`src/rtl/adc_scan_pkg.sv`:
```
package adc_scan_pkg;

   typedef enum logic [2:0] {
      SQ_IDLE  = 3'd0,
      SQ_LEAD  = 3'd1,
      SQ_ISSUE = 3'd2,
      SQ_HOLD  = 3'd3,
      SQ_TAIL  = 3'd4
   } seq_state_e;

endpackage

```
`src/rtl/adc_next_ch.sv`:
```
// Finds the lowest enabled channel, either from the bottom of the mask or
// strictly above a given channel.
module adc_next_ch #(
   parameter int NUM_CH = 32,
   parameter int CH_W   = 5
) (
   input  logic [NUM_CH-1:0] mask,
   input  logic [CH_W-1:0]   above_ch,
   input  logic              from_bottom,
   output logic              found,
   output logic [CH_W-1:0]   next_ch
);

   always_comb begin
      found   = 1'b0;
      next_ch = '0;
      for (int i = NUM_CH - 1; i >= 0; i--) begin
         if (mask[i] && (from_bottom || (i > int'(above_ch)))) begin
            found   = 1'b1;
            next_ch = CH_W'(i);
         end
      end
   end

endmodule

```
`src/rtl/adc_phase_timer.sv`:
```
// Down-counter for the lead-in and tail phases; last is high on the final cycle.
module adc_phase_timer #(
   parameter int CNT_W = 4
) (
   input  logic             clk,
   input  logic             rst_n,
   input  logic             load,
   input  logic [CNT_W-1:0] load_val,
   output logic             last
);

   logic [CNT_W-1:0] cnt_q;

   always_ff @(posedge clk or negedge rst_n) begin
      if (!rst_n)
         cnt_q <= '0;
      else if (load)
         cnt_q <= load_val;
      else if (cnt_q != '0)
         cnt_q <= cnt_q - 1'b1;
   end

   assign last = (cnt_q == '0);

endmodule

```
`src/rtl/adc_scan_seq.sv`:
```
module adc_scan_seq #(
   parameter int NUM_CH    = 32,
   parameter int WORD_W    = 16,
   parameter int SAMPLE_W  = 12,
   parameter int START_DLY = 4,
   parameter int END_DLY   = 3
) (
   input  logic                        clk,
   input  logic                        rst_n,
   input  logic                        run_en,
   input  logic                        cont_mode,
   input  logic [WORD_W-1:0]           en_lo,
   input  logic [WORD_W-1:0]           en_hi,
   output logic                        conv_req,
   output logic [$clog2(NUM_CH)-1:0]   conv_ch,
   input  logic                        conv_done,
   input  logic [SAMPLE_W-1:0]         conv_data,
   output logic                        res_valid,
   output logic [$clog2(NUM_CH)-1:0]   res_ch,
   output logic [SAMPLE_W-1:0]         res_data,
   output logic                        scan_irq,
   output logic                        busy
);
   import adc_scan_pkg::*;

   localparam int CH_W    = $clog2(NUM_CH);
   localparam int MAX_DLY = (START_DLY > END_DLY) ? START_DLY : END_DLY;
   localparam int DLY_W   = $clog2(MAX_DLY + 1);

   generate
      if (START_DLY < 1 || END_DLY < 1) begin : g_bad_dly
         $error("adc_scan_seq: phase delays must be at least one cycle");
      end
      if (NUM_CH <= WORD_W || NUM_CH > 2 * WORD_W) begin : g_bad_ch
         $error("adc_scan_seq: NUM_CH must span both enable words");
      end
   endgenerate

   // Mask assembly from the two enable words
   logic [2*WORD_W-1:0] en_all;
   logic [NUM_CH-1:0]   mask_in;
   assign en_all  = {en_hi, en_lo};
   assign mask_in = en_all[NUM_CH-1:0];

   seq_state_e        state_q, state_n;
   logic              run_q;
   logic              start_evt;
   logic [NUM_CH-1:0] mask_q;
   logic              mode_q;
   logic [CH_W-1:0]   cur_ch_q;
   logic              tmr_load;
   logic [DLY_W-1:0]  tmr_val;
   logic              tmr_last;
   logic              nxt_found;
   logic [CH_W-1:0]   nxt_ch;

   assign start_evt = run_en & ~run_q;

   adc_next_ch #(.NUM_CH(NUM_CH), .CH_W(CH_W)) u_pick (
      .mask        (mask_q),
      .above_ch    (cur_ch_q),
      .from_bottom (state_q == SQ_LEAD),
      .found       (nxt_found),
      .next_ch     (nxt_ch)
   );

   adc_phase_timer #(.CNT_W(DLY_W)) u_timer (
      .clk      (clk),
      .rst_n    (rst_n),
      .load     (tmr_load),
      .load_val (tmr_val),
      .last     (tmr_last)
   );

   always_comb begin
      state_n  = state_q;
      tmr_load = 1'b0;
      tmr_val  = DLY_W'(START_DLY - 1);
      case (state_q)
         SQ_IDLE: begin
            if (start_evt && (|mask_in)) begin
               state_n  = SQ_LEAD;
               tmr_load = 1'b1;
            end
         end
         SQ_LEAD: begin
            if (tmr_last) state_n = SQ_ISSUE;
         end
         SQ_ISSUE: state_n = SQ_HOLD;
         SQ_HOLD: begin
            if (conv_done) begin
               if (nxt_found) begin
                  state_n = SQ_ISSUE;
               end else begin
                  state_n  = SQ_TAIL;
                  tmr_load = 1'b1;
                  tmr_val  = DLY_W'(END_DLY - 1);
               end
            end
         end
         SQ_TAIL: begin
            if (tmr_last) begin
               if (mode_q) begin
                  state_n  = SQ_LEAD;
                  tmr_load = 1'b1;
               end else begin
                  state_n = SQ_IDLE;
               end
            end
         end
         default: state_n = SQ_IDLE;
      endcase
      if (state_q != SQ_IDLE && !run_en) begin
         state_n  = SQ_IDLE;
         tmr_load = 1'b0;
      end
   end

   always_ff @(posedge clk or negedge rst_n) begin
      if (!rst_n) begin
         state_q   <= SQ_IDLE;
         run_q     <= 1'b0;
         mask_q    <= '0;
         mode_q    <= 1'b0;
         cur_ch_q  <= '0;
         res_valid <= 1'b0;
         res_ch    <= '0;
         res_data  <= '0;
         scan_irq  <= 1'b0;
      end else begin
         state_q   <= state_n;
         run_q     <= run_en;
         res_valid <= 1'b0;
         scan_irq  <= 1'b0;
         if (state_q == SQ_IDLE && start_evt) begin
            mask_q <= mask_in;
            mode_q <= cont_mode;
         end
         if ((state_q == SQ_LEAD && tmr_last) ||
             (state_q == SQ_HOLD && conv_done && nxt_found))
            cur_ch_q <= nxt_ch;
         if (state_q == SQ_HOLD && conv_done && run_en) begin
            res_valid <= 1'b1;
            res_ch    <= cur_ch_q;
            res_data  <= conv_data;
         end
         if (state_q == SQ_TAIL && tmr_last && run_en)
            scan_irq <= 1'b1;
      end
   end

   assign conv_req = (state_q == SQ_ISSUE);
   assign conv_ch  = cur_ch_q;
   assign busy     = (state_q != SQ_IDLE);

   // ---------------- assertions ----------------
   logic            chk_have_q;
   logic [CH_W-1:0] chk_last_q;

   always_ff @(posedge clk or negedge rst_n) begin
      if (!rst_n) begin
         chk_have_q <= 1'b0;
         chk_last_q <= '0;
      end else if (scan_irq || state_q == SQ_IDLE) begin
         chk_have_q <= 1'b0;
      end else if (res_valid) begin
         chk_have_q <= 1'b1;
         chk_last_q <= res_ch;
      end
   end


   req_pulse_chk: assert property (@(posedge clk) disable iff (!rst_n)
      conv_req |=> !conv_req);


   req_enabled_chk: assert property (@(posedge clk) disable iff (!rst_n)
      conv_req |-> mask_q[conv_ch]);


   res_after_done_chk: assert property (@(posedge clk) disable iff (!rst_n)
      res_valid |-> $past(conv_done));


   ascending_chk: assert property (@(posedge clk) disable iff (!rst_n)
      (res_valid && chk_have_q) |-> (res_ch > chk_last_q));


   irq_pulse_chk: assert property (@(posedge clk) disable iff (!rst_n)
      scan_irq |=> !scan_irq);


   stop_quiet_chk: assert property (@(posedge clk) disable iff (!rst_n)
      !run_en |=> (!busy && !conv_req && !res_valid && !scan_irq));

endmodule

```
`config.mk`:
```
export PLATFORM = sky130hd
export DESIGN_NAME = adc_scan_seq
export DESIGN_NICKNAME = d
export VERILOG_FILES = /design/src/rtl/adc_scan_pkg.sv /design/src/rtl/adc_next_ch.sv /design/src/rtl/adc_phase_timer.sv /design/src/rtl/adc_scan_seq.sv
export SDC_FILE = /design/constraint.sdc
export NUM_CORES = 1
export LEC_CHECK = 0
export ABC_AREA = 0
export CAP_MARGIN = 10
export CORE_MARGIN = 4
export CORE_UTILIZATION = 40
export DETAILED_ROUTE_END_ITERATION = 10
export DONT_BUFFER_PORTS = 1
export SLEW_MARGIN = 0
export SYNTH_ARGS = -nofsm -noshare
export SYNTH_HDL_FRONTEND = slang
export SYNTH_SLANG_ARGS = --single-unit
```
`constraint.sdc`:
```
create_clock -name clk -period 5.27 [get_ports clk]
set_clock_uncertainty 0.15 [all_clocks]
set_input_delay 0.7905 -clock clk [delete_from_list [all_inputs] [get_ports clk]]
set_output_delay 0.7905 -clock clk [all_outputs]
set_load 0.02 [all_outputs]
```
==> reports/metrics.cfg <==
[grt]
grt_overflow=0
grt_pass1_vias=3077
grt_pass1_wl_mm=16.4
antenna_found_initial=0
track_usage=0.182
grt_max_degree=65

[clocking]
insertion_delay_ns=0.35
cts_buffers=9
hold_buffers=1
post_cts_buffers=0
h-tree-depth=3
cts.clk_slew.worst_paths_ns=0.08
clk_path_buf_depth=2
cts_sinks=64
root_buffer=clkbuf_8
cts_tree=done
cts_resized=0

[floorplan]
die_area_sq_um=11200
coreArea_sq_um=9280
die_w_um=106
io_pins=75
row_count=35
fp.dieH_um=106
start_util=0.414

[final_layout]
fill_cells=903
final_cell_mix=64 x dfrtp_1, 52 x mux2_2, 26 x o21ai_0
layout_commonest_cell=dfrtp_1
nNetsFinal=429
syn2layout_area_growth_pct=8.47
final_util=0.449
antennaDiodeCount=0
drive_gt1_frac=0.219

[sta]
tightest_slew_ns=1.10
max_freq_ghz=0.266
final-setup-viol-count=0
maxSlewViolCount=0
setup_ws_ns=1.51
tns_ns=0
final-hold-violation-count=0
period_share=0.714
rsz0062_at_grt=no
maxSlewHeadroom=0.269
fin_crit_ns=3.76

[synthesis]
yosysWarnings=0
syn-num-nets=438
yosys_register_bits=64
synth-edff-count=0
yosysSeqAreaShare=0.417
async_reset_ff_frac=1.00
syn_area_sq_um=3840
syn_inst=387
synthFlopType=dfrtp_1
post_synth.cell_area_avg_sq_um=9.92
yosysUniqueCellTypes=65

[routing]
dr_total_vias=3091
drt-initial-drc-count=183
routed_wl_mm=10.1
routedWlPerCell_um=19.7
via_per_inst=6.04
drc=0
drt-pass1-iter-count=5
final_antenna_net_count=0

[power_and_ir_drop]
ir_worst_vdd_mv=0.201
p_leak_nw=1.74
powerDensity_nw_per_um2=655

[setup_path]
path_max_fanout=28
required_ns=5.36
reg2reg_from=conv_ch[1]$_DFFE_PN0P_
path_cells=nand2_1 -> o31a_1 -> and3b_1 -> or3b_1 -> nor4_4 -> a2bb2oi_4 -> mux2_2
cp-end-kind=flop
r2r_end=conv_ch[3]$_DFFE_PN0P_
r2r_slack_ns=1.51
ff2ff_path_depth=7
critPathMaxStageDelay_ns=1.08
crit_end=conv_ch[3]$_DFFE_PN0P_
worstSetupStartpoint=conv_ch[1]$_DFFE_PN0P_
critical_path_class=reg2reg
worst_path_max_delay_cell=dfrtp_1
cp_data_arrival_time_ns=3.85
critPathLaunchType=flop

[hold_path]
hp-class=in2async

[outcome]
outcome=completed

[place]
gp_congestion=0.888
portBuffers=0
pre_cts_slack_ns=1.56
hpwlAfterDp_mm=7.26

[run]
cap_violations=0

layer usage:
layer | wire length [um] | global-route usage | vias up | share of wire
met5 | 0 | 0 | - | 0
met4 | 156 | 0.0453 | 0 | 0.015
met3 | 741 | 0.0565 | 14 | 0.073
met2 | 4810 | 0.294 | 111 | 0.48
met1 | 4390 | 0.237 | 1531 | 0.43
li1 | - | - | 1435 | -
worst min path at each step:
stage | startpoint | to | slack [ns] | cells past startpoint
after global placement | rst_n | res_data[9]$_DFFE_PN0P_ | 0.35 | 0
after CTS | rst_n | res_data[9]$_DFFE_PN0P_ | 0.16 | 1
final | rst_n | state_q[1]$_DFFE_PN0P_ | 0.16 | 1
after global routing | rst_n | state_q[0]$_DFFE_PN0P_ | 0.17 | 1
after detailed placement | rst_n | res_data[9]$_DFFE_PN0P_ | 0.35 | 0
after floorplan | mask_q[14]$_DFFE_PN0P_ | mask_q[14]$_DFFE_PN0P_ | 0.32 | 1
synth_stat cells (all sizes together) (2+ instances only):
master / instances / area [sq um]
dfrtp: 64 / 1600
mux2: 52 / 586
o21ai: 26 / 130
a21oi: 24 / 120
nor2: 23 / 86.3
nand2: 20 / 75.1
inv: 16 / 60.1
buf: 12 / 63.8
clkbuf: 11 / 42.5
nor4: 11 / 83.8
nand3: 8 / 40.0
a31oi: 7 / 43.8
nand2b: 7 / 43.8
a21o: 6 / 45.0
nor3: 6 / 30.0
o22ai: 6 / 37.5
or3b: 6 / 52.6
nor3b: 5 / 48.8
o21a: 5 / 37.5
o31ai: 5 / 37.5
or4: 5 / 41.3
o211ai: 4 / 30.0
a211oi: 3 / 22.5
a311oi: 3 / 26.3
and3: 3 / 18.8
mux2i: 3 / 30.0
nand4: 3 / 18.8
nor2b: 3 / 18.8
o21bai: 3 / 22.5
a2111oi: 2 / 17.5
a41oi: 2 / 17.5
and2: 2 / 12.5
and3b: 2 / 17.5
ha: 2 / 25.0
o21ba: 2 / 20.0
o31a: 2 / 17.5
xnor2: 2 / 17.5
logic make-up after synthesis:
group,after synthesis,synth area share
AND/OR/NAND/NOR,108,0.161
multiplexers,55,0.160
AO/OA/AOI/OAI,116,0.205
flip-flops,64,0.417
adder cells (fa/ha/maj),3,0.00912
XOR/XNOR,2,0.00456
buffers and inverters,39,0.0433
report_power, final:
part	total, mW	leakage (nW)	switching (mW)	internal (mW)
Sequential	1.10	0.797	0.391	0.704
Clock	0.489	0.114	0.217	0.272
Combinational	1.15	0.824	0.609	0.537
Total	2.73	1.74	1.22	1.51
sequential cells by signal (all words and copies together) (netlist names):
signal / cells
scan_irq: 1
mode_q: 1
mask_q: 32
run_q: 1
state_q: 3
res_ch: 5
res_valid: 1
u_timer.cnt_q: 3
conv_ch: 5
res_data: 12
layout make-up:
type,instances,area (sq um),share of cell area
multi-input cells,284,2070,0.497
clock buffers,9,124,0.0297
repair buffers,3,42.5,0.0102
inverters,16,60.1,0.0144
flip-flops and latches,64,1600,0.385
clock inverters,7,104,0.0249
well taps,129,161,0.0388
worst max-delay path: cells and delay by family, from the launching register on:
| kind | cells | cell delay (ns) |
|---|---|---|
| simple gates | 4 | 1.45 |
| mux | 1 | 0.36 |
| compound gates | 2 | 0.60 |
| flops | 1 | 1.08 |
per-stage QoR:
stage               hold slack (ns)  cell area, sq um  power (mW)  instances
floorplan                     0.323              3840        1.92        387
global placement              0.346              3910        2.21        495
detailed placement            0.346              3910        2.22        495
CTS                           0.157              4170        2.73        512
global route                  0.167              4170        2.92        512
finish                        0.156              4170        2.73        512
No activity file was read; power rests on OpenSTA's default activity.
